<file path="src/rtl/cpu_fair_arbiter.sv">
module cpu_fair_arbiter #(
  parameter int NUM_PERIPH = 4
) (
  input  logic                  clk,
  input  logic                  rst_n,
  input  logic [1:0]            rot_mode,
  input  logic                  cpu_req,
  input  logic [NUM_PERIPH-1:0] per_req,
  input  logic                  xfer_done,
  output logic                  cpu_gnt,
  output logic [NUM_PERIPH-1:0] per_gnt
);

  logic [1:0]            run_cnt;
  logic [NUM_PERIPH-1:0] per_pick;
  logic                  busy, decide, per_any, cpu_turn, take_cpu;

  assign busy     = cpu_gnt | (|per_gnt);
  assign decide   = !busy || xfer_done;
  assign per_any  = |per_req;
  assign cpu_turn = (rot_mode != 2'b00) && (run_cnt >= rot_mode);
  assign take_cpu = cpu_req && (cpu_turn || !per_any);

  always_comb begin
    per_pick = '0;
    for (int i = NUM_PERIPH - 1; i >= 0; i--) begin
      if (per_req[i]) begin
        per_pick    = '0;
        per_pick[i] = 1'b1;
      end
    end
  end

  always_ff @(posedge clk or negedge rst_n) begin
    if (!rst_n) begin
      cpu_gnt <= 1'b0;
      per_gnt <= '0;
      run_cnt <= 2'd0;
    end else if (decide) begin
      cpu_gnt <= take_cpu;
      per_gnt <= take_cpu ? '0 : per_pick;
      if (take_cpu)
        run_cnt <= 2'd0;
      else if (per_any)
        run_cnt <= cpu_turn ? 2'd1 : ((run_cnt == 2'd3) ? 2'd3 : 2'(run_cnt + 2'd1));
    end
  end

  AST_ONE_GRANT: assert property (@(posedge clk) disable iff (!rst_n)
    $onehot0({cpu_gnt, per_gnt}));

  AST_HOLD_GRANT: assert property (@(posedge clk) disable iff (!rst_n)
    (busy && !xfer_done) |=> $stable({cpu_gnt, per_gnt}));

  AST_TOP_PRIORITY: assert property (@(posedge clk) disable iff (!rst_n)
    (rot_mode == 2'b00 && per_req[0] && (!busy || xfer_done)) |=> per_gnt[0]);

  AST_NO_GUARANTEE: assert property (@(posedge clk) disable iff (!rst_n)
    (rot_mode == 2'b00 && per_any && (!busy || xfer_done)) |=> !cpu_gnt);

  AST_CPU_EVERY: assert property (@(posedge clk) disable iff (!rst_n)
    (rot_mode == 2'b01 && (|per_gnt) && xfer_done && cpu_req) |=> cpu_gnt);

  AST_IDLE_STAY: assert property (@(posedge clk) disable iff (!rst_n)
    (!busy && !cpu_req && !per_any) |=> !(cpu_gnt || (|per_gnt)));

endmodule

</file>
<file path="config.mk">
export PLATFORM = sky130hd
export DESIGN_NAME = cpu_fair_arbiter
export DESIGN_NICKNAME = d
export VERILOG_FILES = /design/src/rtl/cpu_fair_arbiter.sv
export SDC_FILE = /design/constraint.sdc
export NUM_CORES = 1
export LEC_CHECK = 0
export BUFFER_PORTS_ARGS = -buffer_cell sky130_fd_sc_hd__buf_4
export CAP_MARGIN = 10
export CORE_AREA = 2 2 39 41
export CTS_CLUSTER_DIAMETER = 100
export DETAILED_ROUTE_END_ITERATION = 12
export DIE_AREA = 0 0 41 43
export REMOVE_ABC_BUFFERS = 1
export SYNTH_ARGS = -nofsm -noshare
export SYNTH_HDL_FRONTEND = slang
export SYNTH_SLANG_ARGS = --single-unit
</file>
<file path="constraint.sdc">
create_clock -name clk -period 2.1 [get_ports clk]
set_input_delay 0.21 -clock clk [delete_from_list [all_inputs] [get_ports clk]]
set_output_delay 0.21 -clock clk [all_outputs]
set_load 0.1 [all_outputs]
</file>
Word-level counts from Yosys, hierarchy flattened
Index checks and enable logic that the tools add are counted.
Word-level totals
  flip-flop bits (word level): 7
  bits of input ports: 10
  output and inout bits: 5
  word-level logic and storage cells: 27
Cells by class
  $add $sub $neg: 1
  magnitude comparators: 1
  equality and inequality tests: 1
  muxes and demuxes: 9
  bitwise logic cells: 1
  reduce and logical (&&, ||, !) cells: 11
Operator list (number)
  $mux 4: 5
  $mux 2: 4
  $reduce_or 4->1: 2
  $reduce_bool 2->1: 2
  $add 2x1->2 const B: 1
  $eq 2x2->1 const B: 1
  $ge 2x2->1: 1
  $logic_and 1x1->1: 2
  $logic_not 1->1: 2
  $logic_or 1x1->1: 2
  $reduce_and 2->1: 1
  $or 1x1->1: 1

Depth between registers and ports, before layout
Gate-level depths: netlist of the first run.
  depth in word-level cells: 6
  mapped depth: 6

Worst setup path after synthesis of the first run
Ideal clock, no wire load.
  path kind: reg2reg
  from: reg per_gnt[0]
  to: reg run_cnt[0]
  library setup time: 0.120 ns
  arrival time: 2.199 ns
  required time: 1.980 ns
  slack: -0.218 ns
  stages on the path, launching flop included: 5
  buffers on the path: 0
  clock period less this slack: 2.318 ns
  cells stage by stage: dfrtp_1 -> or4_4 -> o21a_1 -> or4_1 -> and3_1
Between the ends
  longest elaborated chain between the ends: 5
Ends and longest elaborated chain
  start, declared: RTL line 11  | output logic [NUM_PERIPH-1:0] per_gnt
  start signal, assigned: RTL line 41  | per_gnt <= take_cpu ? '0 : per_pick;
  $reduce_or 4->1: RTL line 18  | assign busy = cpu_gnt | (|per_gnt);
  $or 1x1->1: RTL line 18
  $logic_not 1->1: RTL line 19  | assign decide = !busy || xfer_done;
  $logic_or 1x1->1: RTL line 19
  $reduce_and 2->1 (no source line)
  end signal, assigned: RTL line 45  | run_cnt <= cpu_turn ? 2'd1 : ((run_cnt == 2'd3) ? 2'd3 : 2'(run_cnt + 2'd1));
  end, declared: RTL line 14  | logic [1:0] run_cnt;
Every way passes these cells.
A chain may end at the register's enable or synchronous reset.

Worst setup path after layout of the first run
Ends and elaborated chain as after synthesis.

==> results of run 1 <==
worst max-delay path, delay by kind of cell (launching register included):
family	cells	cell delay (ns)
DFF	1	0.39
and+or+nand+nor	3	1.19
AOI/OAI and AO/OA	1	0.21
stage by stage:
step / util / cells / instance area, um2
global route: 0.389 / 73 / 538
floorplan: - / 38 / 377
detailed placement: 0.363 / 68 / 502
CTS: 0.389 / 73 / 538
finish: 0.389 / 73 / 538
global placement: 0.363 / 68 / 502
where the power goes:
| part | switching [uW] | total [uW] | internal, uW | leakage (uW) |
|---|---|---|---|---|
| sequential | 36.4 | 212 | 175 | 0.0000878 |
| clock | 47.9 | 120 | 72.4 | 0.0000150 |
| combinational | 244 | 354 | 110 | 0.000162 |
routing by layer:
layer,up-vias,GRT usage
li1,183,-
met1,173,0.166
met2,14,0.172
met3,0,0.0785
met4,0,0.0200
met5,-,0
cell families after synthesis:
group           synth area share
flops                      0.465
compound gates             0.256
buf+inv                   0.0498
simple gates               0.163
fa+ha+maj                 0.0664
layout make-up:
| class | count | area (um2) |
|---|---|---|
| Tap cell | 16 | 20.0 |
| Inverter | 5 | 18.8 |
| Timing Repair Buffer | 15 | 115 |
| Multi-Input combinational cell | 26 | 183 |
| Fill cell | 139 | 846 |
| Clock buffer | 4 | 26.3 |
| Sequential cell | 7 | 175 |
worst max path at each step:
| stage | slack (ns) | to | from | depth (start not counted) |
|---|---|---|---|---|
| 2_1_floorplan | -0.22 | run_cnt[0] | per_gnt[0] | 4 |
| 3_3_place_gp | 0.26 | run_cnt[0] | per_gnt[0] | 4 |
| 3_5_place_dp | 0.23 | run_cnt[0] | per_gnt[0] | 4 |
| 4_1_cts | 0.21 | run_cnt[0] | run_cnt[0] | 6 |
| 5_1_grt | 0.06 | run_cnt[0] | run_cnt[0] | 6 |
| 6_report | 0.21 | run_cnt[0] | per_gnt[0] | 4 |
Yosys cell counts:
library cell  n  area share
nor3b_1       1       0.020
dfrtp_1       7        0.47
and3_1        1       0.017
or4_4         1       0.030
a22o_2        1       0.027
a32o_1        3       0.080
nor3_1        1       0.013
nand3_1       1       0.013
o22ai_1       1       0.017
ha_1          2       0.066
o21ai_0       5       0.066
inv_1         5       0.050
o21a_1        1       0.020
or4_1         2       0.040
a21o_1        1       0.020
a21oi_1       2       0.027
nor2_1        3       0.030
sequential cells by signal, indices dropped and copies added (netlist names):
| signal | flops |
|---|---|
| cpu_gnt | 1 |
| per_gnt | 4 |
| run_cnt | 2 |
==> results.toml, run 1 <==
[timing]
finalCritPeriodShare = 0.901
tightest_slew_ns = 0.364
setup_viol = 0
fin_tns_setup_ns = 0
clock_skew_ns = 0.00437
slew_headroom = 0.755
clock.fmax_mhz = 529
slew_viol_final = 0
rsz0062_at_grt = "no"
holdWs_ns = 0.148
final.min_clock_period_ns = 1.89
hold_viol = 0
finalWorstSetupSlack_ns = 0.209

[clock_network]
cts_setup_buffers = 0
post_cts_resized = 0
clock_latency_ns = 0.25
htree_levels = 1
clockBufferDepth = 2
tritoncts = "done"
cts_buffers = 3
clk_pin_slew_ns = 0.05
root_buffer = "clkbuf_4"
cts.sink_count = 7
cts_hold_buf = 1

[worst_setup_path]
reg2regPathDepth = 4
ff2ff_setup_slack_ns = 0.21
cp_slowest_cell = "or4_4"
critPathKind = "reg -> reg"
crit_fanout = 3
slowest_delay_ns = 0.53
reg2reg_to = "run_cnt[0]"
r2r-start = "per_gnt[0]"
path_cells = "or4_4, o21a_1, or4_1, and3_1"
crit_path_end_kind = "flip-flop"
startpoint_type = "flip-flop"
critPathRequiredTime_ns = 2.24
arrival_ns = 2.03

[global_routing]
grt_overflow = 0
grt_max_degree = 8
antenna_found_initial = 0
grt_usage = 0.125
grt_pass1_vias = 315
grt_pass1_wl_um = 1430

[floorplan]
rows = 14
ioPinCount = 15
die_w_um = 41
initial_core_util = 0.272
core_area_mm2 = 0.00138
die_h_um = 43
die-area_mm2 = 0.00176

[power_and_ir_drop]
ir_drop_v = 0.000682
power_density_mw_per_mm2 = 1270
leakagePower_uw = 0.000264
p_total_uw = 686

[place]
io_buffers = 14
routabilityCongestion = 0.776
dpl_worst_slack_ns = 0.233

[route]
wirelength_um = 890
wl_met1_um = 429
vias_per_cell = 5.07
drc_errors = 0
met2WireLength_um = 418
wl_met3_um = 42
first_iter_violations = 16
top_layer = "met3"
detail-route-antenna-nets = 0
wl_per_cell_um = 12.2
drt_pass1_iterations = 6
vias = 370

[layout]
antenna-diode-count = 0
areaGrowthSynthToFinish_pct = 42.9
final_common_cell = "buf_4"
finalNetCount = 70
most-common-layout-cells = "buf_4, dfrtp_1, inv_1, o21ai_0"
final_layout_size_suffix_gt1_frac = 0.333

[min_path]
hold_depth = 2
hp-class = "in -> reg"
min_from = "xfer_done"
holdPathEnd = "cpu_gnt"

[yosys]
synth_warnings = 0
syn-cell-area_um2 = 377
ys_seq_area_frac = 0.465
synth-seq-cells = 7
syn-instance-count = 38
avgSynthCellArea_um2 = 9.91
ys_types = 17

[flow_run]
max_cap_violations = 0

[outcome]
status = "completed"
No activity file was read; power rests on OpenSTA's default activity.
==> run 2, diff against run 1 <==
- PLACE_DENSITY: default -> 0.63
==> results.toml, run 2 (synthesized netlist as in run 1, its figures left out) <==
[route]
wl_per_cell_um = 12.3
wl_met3_um = 64
vias_per_cell = 5.23
top_layer = "met4"
drc_errors = 0
vias = 382
first_iter_violations = 2
met2WireLength_um = 378
drt_pass1_iterations = 4
wl_met1_um = 429
wirelength_um = 900
detail-route-antenna-nets = 0

[floorplan]
rows = 14
die_w_um = 41
initial_core_util = 0.272
die-area_mm2 = 0.00176
core_area_mm2 = 0.00138
die_h_um = 43
ioPinCount = 15

[worst_setup_path]
startpoint_type = "flip-flop"
r2r-start = "per_gnt[0]"
critPathLaunch = "per_gnt[0]"
critPathRequiredTime_ns = 2.24
crit_end = "run_cnt[0]"
path_delay_family = "simple AND/OR/NAND/NOR gates"
cp_slowest_cell = "or4_4"
path_depth = 4
critPathBufInv = 0
reg2regPathDepth = 4
arrival_ns = 2.04
path_cells = "or4_4, o21a_1, or4_1, and3_1"
crit_path_end_kind = "flip-flop"
critPathKind = "reg -> reg"
ff2ff_setup_slack_ns = 0.20
reg2reg_to = "run_cnt[0]"
slowest_delay_ns = 0.54
crit_fanout = 3

[timing]
tightest_slew_ns = 0.333
rsz0062_at_grt = "no"
slew_viol_final = 0
fin_tns_setup_ns = 0
setup_viol = 0
slew_headroom = 0.775
finalCritPeriodShare = 0.902
final.min_clock_period_ns = 1.90
hold_viol = 0
clock_skew_ns = 0.00642
clock.fmax_mhz = 528

[clock_network]
htree_levels = 1
clockBufferDepth = 2
cts_buffers = 3
tritoncts = "done"
root_buffer = "clkbuf_4"
cts_setup_buffers = 0
clk_pin_slew_ns = 0.06
clock_latency_ns = 0.26
cts.sink_count = 7

[power_and_ir_drop]
seqPwrFrac = 0.308
p_switching_uw = 331
p_total_uw = 689
power_density_mw_per_mm2 = 1280
clkPwrFrac = 0.184
p_int_uw = 358
ir_drop_v = 0.000727
leakagePower_uw = 0.000264
power_switching_share = 0.480
power_frac_comb = 0.507

[layout]
antenna-diode-count = 0
fin_area_um2 = 538
finalNetCount = 70
fin_cells = 73
final_common_cell = "buf_4"
largest_register = "per_gnt"
areaGrowthSynthToFinish_pct = 42.9
largest_reg_flops = 4
post-route-util = 0.389
final_layout_size_suffix_gt1_frac = 0.333
largest_registers = "per_gnt (4), run_cnt (2), cpu_gnt (1)"
most-common-layout-cells = "buf_4, dfrtp_1, inv_1, o21ai_0"

[place]
routabilityCongestion = 0.709
dp_cells = 68
dpl_cell_area_um2 = 502
post-dp-hpwl_um = 675
io_buffers = 14

[global_routing]
grt_pass1_wl_um = 1360
grt_overflow = 0
antenna_found_initial = 0
grt_max_degree = 8
grt_pass1_vias = 319
grt_usage = 0.120

[flow_run]
max_cap_violations = 0

[min_path]
hp-class = "in -> reg"

[outcome]
status = "completed"
-- run 2: cell counts in the layout (fill, tap and decap cells not counted) --
No cell type changed its count.
-- run 2: how the worst min path moves through the flow --
stage / from / endpoint / slack (ns) / cells after the start
final: xfer_done / cpu_gnt / 0.14 / 2
after global routing: xfer_done / cpu_gnt / 0.14 / 2
after detailed placement: rst_n / cpu_gnt / 0.03 / 1
after floorplan: rst_n / cpu_gnt / -0.09 / 0
after global placement: rst_n / cpu_gnt / 0.03 / 1
after CTS: xfer_done / cpu_gnt / 0.14 / 2
-- run 2: metrics by stage --
stage,worst slack [ns],hold WS (ns)
detailed placement,0.232,0.0290
global route,0.156,0.143
CTS,0.209,0.141
finish,0.205,0.138
floorplan,-0.218,-0.0856
global placement,0.257,0.0296
-- run 2: power by group through the flow --
stage / clock [uW] / sequential (uW) / combinational [uW]
after floorplan: 0 / 353 / 120
after global placement: 0 / 214 / 344
after detailed placement: 0 / 215 / 348
after CTS: 127 / 212 / 351
after global routing: 140 / 219 / 372
final: 127 / 212 / 349
-- run 2: repair_timing --
action,CTS,global route
hold buffers,1,0
endpoints found under the hold margin,7,0
resized for setup,0,0
-- run 2: area by class of cell --
type / count / area, um2
Tap cell: 16 / 20.0
Fill cell: 137 / 846
Multi-Input combinational cell: 26 / 183
Timing Repair Buffer: 15 / 115
Inverter: 5 / 18.8
Clock buffer: 4 / 26.3
Sequential cell: 7 / 175
-- run 2: routing by layer --
layer  GRT usage  up-vias
met1       0.163      180
met4       0.120        0
li1            -      183
met3      0.0314        4
met5           0        -
met2       0.141       15
==> run 3, diff against run 2 <==
- ABC_CLOCK_PERIOD_IN_PS: default -> 2100
- PLACE_DENSITY: 0.63 -> 0.56
==> results.toml, run 3 (synthesized netlist as in run 1, its figures left out) <==
[min_path]
hp-class = "in -> reg"
hold_depth = 2

[timing]
setup_viol = 0
tightest_slew_ns = 0.342
finalCritPeriodShare = 0.901
hold_viol = 0
rsz0062_at_grt = "no"
clock_skew_ns = 0.00324
slew_headroom = 0.772
slew_viol_final = 0
final.min_clock_period_ns = 1.89
clock.fmax_mhz = 529
finalWorstSetupSlack_ns = 0.208

[floorplan]
core_area_mm2 = 0.00138
die_h_um = 43
ioPinCount = 15
rows = 14
die_w_um = 41
initial_core_util = 0.272
die-area_mm2 = 0.00176

[clock_network]
root_buffer = "clkbuf_4"
clockBufferDepth = 2
clk_pin_slew_ns = 0.05
tritoncts = "done"
clock_latency_ns = 0.25
cts.sink_count = 7
cts_buffers = 3
htree_levels = 1

[outcome]
status = "completed"

[place]
io_buffers = 14
routabilityCongestion = 0.699
post-dp-hpwl_um = 701
dpl_worst_slack_ns = 0.218

[worst_setup_path]
startpoint_type = "flip-flop"
arrival_ns = 2.02
reg2reg_to = "run_cnt[0]"
reg2regPathDepth = 4
ff2ff_setup_slack_ns = 0.21
critPathKind = "reg -> reg"
r2r-start = "per_gnt[0]"
crit_fanout = 3
critPathRequiredTime_ns = 2.23
critPathLaunch = "per_gnt[0]"
crit_end = "run_cnt[0]"
crit_path_end_kind = "flip-flop"

[flow_run]
max_cap_violations = 0

[route]
drc_errors = 0
wirelength_um = 925
first_iter_violations = 6
vias = 374
drt_pass1_iterations = 4
detail-route-antenna-nets = 0
vias_per_cell = 5.12
wl_per_cell_um = 12.7

[global_routing]
grt_usage = 0.145
antenna_found_initial = 0
grt_pass1_vias = 360
grt_pass1_wl_um = 1660
grt_overflow = 0
grt_max_degree = 8

[layout]
antenna-diode-count = 0
most-common-layout-cells = "buf_4, dfrtp_1, inv_1, o21ai_0"
finalNetCount = 70
areaGrowthSynthToFinish_pct = 42.9
final_layout_size_suffix_gt1_frac = 0.333
largest_registers = "per_gnt (4), run_cnt (2), cpu_gnt (1)"
final_common_cell = "buf_4"
largest_register = "per_gnt"
largest_reg_flops = 4

[power_and_ir_drop]
ir_drop_v = 0.000673
leakagePower_uw = 0.000264
power_density_mw_per_mm2 = 1280
p_total_uw = 686
## run 3: cell counts in the layout (fill, tap and decap cells not counted)
Identical to the previous run, type by type.
## run 3: worst min path at each step
stage                       to      start
detailed placement  per_gnt[1]      rst_n
finish                 cpu_gnt  xfer_done
floorplan              cpu_gnt      rst_n
global route           cpu_gnt  xfer_done
CTS                    cpu_gnt  xfer_done
global placement    per_gnt[1]      rst_n
## run 3: stage by stage
| step | cell area [um2] | std cells | TNS (ns) | hold WS (ns) | util |
|---|---|---|---|---|---|
| after floorplan | 377 | 38 | -0.218 | -0.0856 | - |
| after global placement | 502 | 68 | 0 | 0.0326 | 0.363 |
| after detailed placement | 502 | 68 | 0 | 0.0289 | 0.363 |
| after CTS | 538 | 73 | 0 | 0.146 | 0.389 |
| after global routing | 538 | 73 | 0 | 0.141 | 0.389 |
| final | 538 | 73 | 0 | 0.148 | 0.389 |
## run 3: area by class of cell
| class | count | area (um2) |
|---|---|---|
| Fill cell | 140 | 846 |
| Multi-Input combinational cell | 26 | 183 |
| Sequential cell | 7 | 175 |
| Timing Repair Buffer | 15 | 115 |
| Clock buffer | 4 | 26.3 |
| Tap cell | 16 | 20.0 |
| Inverter | 5 | 18.8 |
## run 3: report_power, final
group	switching [uW]	internal (uW)
registers	35.2	175
logic	244	110
clock network	49.2	72.5
total	328	358
## run 3: per-layer routing
layer | vias up | global-route usage | part of all wire
met3 | 2 | 0.0681 | 0.038
met5 | - | 0 | 0
met4 | 0 | 0.100 | 0.024
li1 | 184 | - | -
met1 | 180 | 0.207 | 0.49
met2 | 8 | 0.166 | 0.44
## run 3: critical path, stage by stage, from the launching register on
cell     delay (ns)
dfrtp_1        0.39
or4_4          0.54
o21a_1         0.20
or4_1          0.45
and3_1         0.20
## run 3: what timing repair did
item,4_1_cts,5_1_grt
endpoints found under the hold margin,7,0
setup endpoints to repair,0,0
setup buffers,0,0
hold buffers,1,0
resized for setup,0,0
